### src/rtl/eic_pkg.sv
package eic_pkg;

  typedef enum logic [1:0] {
    DET_LOW  = 2'b00,
    DET_HIGH = 2'b01,
    DET_RISE = 2'b10,
    DET_FALL = 2'b11
  } det_mode_e;

  localparam int ADDR_EN   = 0;
  localparam int ADDR_FLAG = 1;
  localparam int ADDR_SEL0 = 2;

  // Event for one channel from its mode and two successive synchronised samples
  function automatic logic det_hit(det_mode_e mode, logic cur, logic prev);
    logic hit;
    unique case (mode)
      DET_LOW:  hit = ~cur;
      DET_HIGH: hit = cur;
      DET_RISE: hit = cur & ~prev;
      DET_FALL: hit = ~cur & prev;
      default:  hit = 1'b0;
    endcase
    return hit;
  endfunction

  // Software clear: only a zero bit written to the flag byte clears
  function automatic logic sw_clear(logic flag_write, logic wbit);
    return flag_write & ~wbit;
  endfunction

  // Next flag value; a set event overrides any clear in the same cycle
  function automatic logic flag_next(logic cur, logic set, logic clr);
    return set | (cur & ~clr);
  endfunction

endpackage

### src/rtl/eic_sync.sv
module eic_sync #(
  parameter int   STAGES  = 2,
  parameter logic RST_VAL = 1'b1
) (
  input  logic clk,
  input  logic rst_n,
  input  logic din,
  output logic sync_o,
  output logic prev_o
);

  logic [STAGES-1:0] chain_q;
  logic              prev_q;

  generate
    if (STAGES == 1) begin : g_one
      always_ff @(posedge clk or negedge rst_n) begin
        if (!rst_n) chain_q <= RST_VAL;
        else        chain_q <= din;
      end
    end else begin : g_many
      always_ff @(posedge clk or negedge rst_n) begin
        if (!rst_n) chain_q <= {STAGES{RST_VAL}};
        else        chain_q <= {chain_q[STAGES-2:0], din};
      end
    end
  endgenerate

  always_ff @(posedge clk or negedge rst_n) begin
    if (!rst_n) prev_q <= RST_VAL;
    else        prev_q <= chain_q[STAGES-1];
  end

  assign sync_o = chain_q[STAGES-1];
  assign prev_o = prev_q;

endmodule

### src/rtl/eic_chan.sv
module eic_chan import eic_pkg::*; #(
  parameter int SYNC_STAGES = 2
) (
  input  logic      clk,
  input  logic      rst_n,
  input  logic      pin,
  input  det_mode_e mode,
  output logic      hit
);

  logic cur_s;
  logic prev_s;

  eic_sync #(
    .STAGES  (SYNC_STAGES),
    .RST_VAL (1'b1)
  ) u_sync (
    .clk    (clk),
    .rst_n  (rst_n),
    .din    (pin),
    .sync_o (cur_s),
    .prev_o (prev_s)
  );

  assign hit = det_hit(mode, cur_s, prev_s);

endmodule

### src/rtl/eic_cfg.sv
module eic_cfg import eic_pkg::*; #(
  parameter int NCH = 8,
  parameter int AW  = 2,
  localparam int SEL_W     = 2 * NCH,
  localparam int SEL_BYTES = SEL_W / NCH
) (
  input  logic             clk,
  input  logic             rst_n,
  input  logic             we,
  input  logic [AW-1:0]    addr,
  input  logic [NCH-1:0]   wdata,
  output logic [NCH-1:0]   en_q,
  output logic [SEL_W-1:0] sel_q
);

  always_ff @(posedge clk or negedge rst_n) begin
    if (!rst_n)                           en_q <= '0;
    else if (we && addr == AW'(ADDR_EN))  en_q <= wdata;
  end

  logic [NCH-1:0] sel_byte_q [SEL_BYTES];

  generate
    for (genvar k = 0; k < SEL_BYTES; k++) begin : g_sel
      always_ff @(posedge clk or negedge rst_n) begin
        if (!rst_n)                                  sel_byte_q[k] <= '0;
        else if (we && addr == AW'(ADDR_SEL0 + k))   sel_byte_q[k] <= wdata;
      end
      assign sel_q[k*NCH +: NCH] = sel_byte_q[k];
    end
  endgenerate

endmodule

### src/rtl/eic_flags.sv
module eic_flags import eic_pkg::*; #(
  parameter int NCH = 8
) (
  input  logic           clk,
  input  logic           rst_n,
  input  logic [NCH-1:0] set_vec,
  input  logic [NCH-1:0] clr_vec,
  output logic [NCH-1:0] flag_q
);

  logic [NCH-1:0] flag_d;

  always_comb begin
    for (int i = 0; i < NCH; i++) begin
      flag_d[i] = flag_next(flag_q[i], set_vec[i], clr_vec[i]);
    end
  end

  always_ff @(posedge clk or negedge rst_n) begin
    if (!rst_n) flag_q <= '0;
    else        flag_q <= flag_d;
  end

endmodule

### src/rtl/ext_irq_ctrl.sv
module ext_irq_ctrl import eic_pkg::*; #(
  parameter int NCH         = 8,
  parameter int SYNC_STAGES = 2,
  localparam int CHW       = $clog2(NCH),
  localparam int SEL_W     = 2 * NCH,
  localparam int SEL_BYTES = SEL_W / NCH,
  localparam int AW        = $clog2(ADDR_SEL0 + SEL_BYTES)
) (
  input  logic            clk,
  input  logic            rst_n,
  input  logic [NCH-1:0]  irq_pin,
  input  logic [AW-1:0]   bus_addr,
  input  logic            bus_we,
  input  logic [NCH-1:0]  bus_wdata,
  output logic [NCH-1:0]  bus_rdata,
  input  logic            xfer_done,
  input  logic [CHW-1:0]  xfer_chan,
  output logic [NCH-1:0]  irq_req
);

  logic [NCH-1:0]   en_q;
  logic [SEL_W-1:0] sel_q;
  logic [NCH-1:0]   flag_q;
  logic [NCH-1:0]   set_vec;
  logic [NCH-1:0]   sw_clr;
  logic [NCH-1:0]   auto_clr;
  logic [NCH-1:0]   clr_vec;
  logic             flag_write;

  eic_cfg #(
    .NCH (NCH),
    .AW  (AW)
  ) u_cfg (
    .clk   (clk),
    .rst_n (rst_n),
    .we    (bus_we),
    .addr  (bus_addr),
    .wdata (bus_wdata),
    .en_q  (en_q),
    .sel_q (sel_q)
  );

  generate
    for (genvar i = 0; i < NCH; i++) begin : g_ch
      det_mode_e mode_i;
      assign mode_i = det_mode_e'(sel_q[2*i +: 2]);

      eic_chan #(
        .SYNC_STAGES (SYNC_STAGES)
      ) u_chan (
        .clk   (clk),
        .rst_n (rst_n),
        .pin   (irq_pin[i]),
        .mode  (mode_i),
        .hit   (set_vec[i])
      );

      assign sw_clr[i]   = sw_clear(flag_write, bus_wdata[i]);
      assign auto_clr[i] = xfer_done && (xfer_chan == CHW'(i));
    end
  endgenerate

  assign flag_write = bus_we && (bus_addr == AW'(ADDR_FLAG));
  assign clr_vec    = sw_clr | auto_clr;

  eic_flags #(
    .NCH (NCH)
  ) u_flags (
    .clk     (clk),
    .rst_n   (rst_n),
    .set_vec (set_vec),
    .clr_vec (clr_vec),
    .flag_q  (flag_q)
  );

  assign irq_req = flag_q & en_q;

  always_comb begin
    bus_rdata = '0;
    if (bus_addr == AW'(ADDR_EN))   bus_rdata = en_q;
    if (bus_addr == AW'(ADDR_FLAG)) bus_rdata = flag_q;
    for (int k = 0; k < SEL_BYTES; k++) begin
      if (bus_addr == AW'(ADDR_SEL0 + k)) bus_rdata = sel_q[k*NCH +: NCH];
    end
  end

endmodule

### config.mk
export PLATFORM = sky130hd
export DESIGN_NAME = ext_irq_ctrl
export DESIGN_NICKNAME = d
export VERILOG_FILES = /design/src/rtl/eic_pkg.sv /design/src/rtl/eic_sync.sv /design/src/rtl/eic_chan.sv /design/src/rtl/eic_cfg.sv /design/src/rtl/eic_flags.sv /design/src/rtl/ext_irq_ctrl.sv
export SDC_FILE = /design/constraint.sdc
export NUM_CORES = 1
export LEC_CHECK = 0
export BUFFER_PORTS_ARGS = -buffer_cell sky130_fd_sc_hd__buf_2
export CELL_PAD_IN_SITES_DETAIL_PLACEMENT = 0
export CELL_PAD_IN_SITES_GLOBAL_PLACEMENT = 2
export CORE_UTILIZATION = 44
export CTS_BUF_LIST = sky130_fd_sc_hd__clkbuf_4 sky130_fd_sc_hd__clkbuf_8
export DETAILED_ROUTE_END_ITERATION = 8
export PLACE_DENSITY_LB_ADDON = 0.12
export SETUP_SLACK_MARGIN = 0.3
export SLEW_MARGIN = 15
export SYNTH_ARGS = -nofsm -noshare
export SYNTH_HDL_FRONTEND = slang
export SYNTH_HIERARCHICAL = 1
export SYNTH_SLANG_ARGS = --single-unit
### constraint.sdc
create_clock -name clk -period 1.97 [get_ports clk]
set_input_delay 0.0985 -clock clk [delete_from_list [all_inputs] [get_ports clk]]
set_output_delay 0.0985 -clock clk [all_outputs]
set_load 0.1 [all_outputs]
==> impl_metrics.tcl <==
set metrics [dict create \
    outcome "completed" \
    cp.arrival_ns 1.53 \
    pwr-share-seq_pct 45.4 \
    path_delay_family "multiplexers" \
    clock_path_buffers 2 \
    fp-row-count 27 \
    insertedDiodeCount 0 \
    worst-path-stages 2 \
    max_freq_mhz 614.9 \
    grt_util_all_layers_pct 18.06 \
    switchingPower_mw 1.232 \
    power.share.clock_pct 20.6 \
    relSlewSlack_pct 55.98 \
    numCtsBuffers 5 \
    power_density_nw_per_um2 1072 \
    p_sw_share_pct 38.57 \
    postCtsSetupBuffers 0 \
    gr-usage-met1_pct 23.20 \
    antenna_found_initial 0 \
    core_sq_um 5473 \
    place_congestion 0.7026 \
    rr_worst_depth 3 \
    total_power_mw 3.193 \
    grt.overflow.total 0 \
    regToRegEndpoint "u_flags/flag_q[5]" \
    ys_warn_count 6 \
    clock_latency_ns 0.30 \
    combinationalPowerShare_pct 34.0 \
    totalWireLength_um 4979 \
    finClkSkew_ns 0.007880 \
    holdPathEnd "u_cfg/sel_q[11]" \
    crit_path_end_kind "primary output" \
    slew_violations 0 \
    die_h_um 77.19 \
    use_met3_pct 3.690 \
    route.detailed.drc 0 \
    syn_avg_cell_area_sq_um 14.55 \
    io_buffer_count 40 \
    fp.dieW_um 77.19 \
    vias 1606 \
    cp_num_buf_inv 1 \
    hold_class "input port to register" \
    clock-root-buffer "clkbuf_8" \
    critPathKind "register to primary output" \
    leakage_nw 1.205 \
    first_global_vias 1613 \
    final_cell_mix "buf_2, dfrtp_1, dfstp_2, mux2_2, nand2b_1" \
    ys_types 19 \
    finalCritPeriodShare_pct 82.55 \
    worstPathRequired_ns 1.87 \
    first_iter_violations 86 \
    cp_slowest_cell "mux4_2" \
    via_per_inst 5.371 \
    internal-power_mw 1.962 \
    drive_gt1_share_pct 51.54 \
    start_kind "register" \
    setup_violations 0 \
    cts-htree-levels 2 \
    rsz0062_at_grt "no" \
    clk_pin_slew_ns 0.09 \
    timing.rr.start "u_cfg/sel_q[10]" \
    dp_hpwl_um 3559 \
    netlist_instances 171 \
    cp_max_fo 6 \
    ys_ff_latch 56 \
    layout_commonest_cell "buf_2" \
    min_path_cells 2 \
    r2r_slack_ns 0.60 \
    netlist_area_sq_um 2487 \
    grt_pass1_wl_um 8038 \
    min_from "bus_wdata[3]" \
    initial_core_util_pct 45.45 \
    cts_sinks 56 \
    fin_crit_ns 1.626 \
    worst_pin_slew_ns 0.6603 \
    worstPathCellList "mux4_2, buf_2" \
    detail_route.wl_per_cell_um 16.65 \
    grt_busiest_layer "met2" \
    nFillCells 509 \
    final_core_util_pct 54.41 \
    use_met2_pct 30.80 \
    yosysSeqAreaShare_pct 57.55 \
    mappedNetlistNets 196 \
    cpPeakStageDelay_ns 0.48 \
    dp_cells 282 \
    finalHoldViolCount 0 \
    peakVddDrop_mv 0.4715 \
    io-pin-count 41 \
    die_area_sq_um 5958 \
    setup-tns-final_ns 0 \
    cts_tree "done" \
    final_nets 251 \
    layout.cells.non_filler 299 \
    dr.pass1.iters 4 \
    max-cap-violations 0 \
    grt_max_degree 30 \
    drtAntennaViolNets 0 \
    area_growth_pct 19.72 \
]
[registers in the layout, summed over array words and instances (netlist names)]
register and count:
g_ch.u_chan/u_sync/chain_q 16, u_cfg/sel_q 16, g_ch.u_chan/u_sync/prev_o 8, u_cfg/en_q 8, u_flags/flag_q 8
[cell families (layout without fill, tap and decap cells)]
kind of cell / Yosys count / in the layout / synth area share [%]
AOI/OAI and AO/OA: 32 / 32 / 10.66
and+or+nand+nor: 41 / 41 / 11.57
buffers and inverters: 10 / 66 / 2.113
muxes: 32 / 32 / 18.11
DFF: 56 / 56 / 57.55
[power groups by stage]
| stage | Sequential (mW) | Combinational (mW) | Clock [mW] |
|---|---|---|---|
| after floorplan | 1.42 | 0.895 | 0 |
| after global placement | 1.46 | 1.04 | 0 |
| after detailed placement | 1.47 | 1.06 | 0 |
| after CTS | 1.45 | 1.08 | 0.680 |
| after global routing | 1.48 | 1.13 | 0.717 |
| final | 1.45 | 1.08 | 0.658 |
[layer usage]
metal  vias up  wire length, um
met3         7              180
met4         0               53
met5         -                0
met2        25             2555
met1       825             2190
li1        749                -
[how the worst max path moves through the flow]
stage	startpoint	endpoint	slack [ns]
5_1_grt	u_cfg/sel_q[14]	bus_rdata[6]	0.30
3_5_place_dp	bus_addr[0]	bus_rdata[3]	0.53
3_3_place_gp	bus_addr[0]	bus_rdata[4]	0.55
6_report	u_cfg/sel_q[11]	bus_rdata[3]	0.34
2_1_floorplan	u_cfg/sel_q[8]	bus_rdata[0]	0.73
4_1_cts	u_cfg/sel_q[10]	bus_rdata[2]	0.32
[cells in the mapped netlist]
library cell | count | area, sq um
a21o_1 | 8 | 60.06
a32oi_1 | 8 | 70.07
and2_1 | 8 | 50.05
buf_6 | 2 | 22.52
dfrtp_1 | 32 | 800.8
dfstp_2 | 24 | 630.6
inv_1 | 8 | 30.03
mux2_2 | 24 | 270.3
mux4_2 | 8 | 180.2
nand2_1 | 2 | 7.510
nand2b_1 | 11 | 68.82
nand3_1 | 8 | 40.04
nand3_2 | 1 | 10.01
nand3b_2 | 2 | 22.52
nor3b_4 | 1 | 18.77
o21ba_2 | 8 | 80.08
o22ai_1 | 6 | 37.54
o32ai_1 | 2 | 17.52
or3b_1 | 8 | 70.07
[timing repair]
action / CTS / global route
hold buffers: 9 / 0
resized for setup: 0 / 10
hold endpoints to repair: 23 / 0
endpoints found under the setup margin: 0 / 6
[cell type report]
class / count / area (sq um) / area share (%)
flip-flops and latches: 56 / 1431 / 48.07
multi-input cells: 105 / 1003 / 33.70
repair buffers: 50 / 325.3 / 10.92
clock buffers: 8 / 97.59 / 3.277
well taps: 72 / 90.09 / 3.025
inverters: 8 / 30.03 / 1.008
[through the flow]
stage	hold slack (ns)	worst slack, ns	cell area (sq um)
global route	0.07633	0.3006	2978
global placement	0.1569	0.5538	2775
CTS	0.06055	0.3166	2963
detailed placement	0.1600	0.5337	2775
finish	0.06536	0.3437	2978
floorplan	-0.1971	0.7294	2487
No activity file was read; power rests on OpenSTA's default activity.
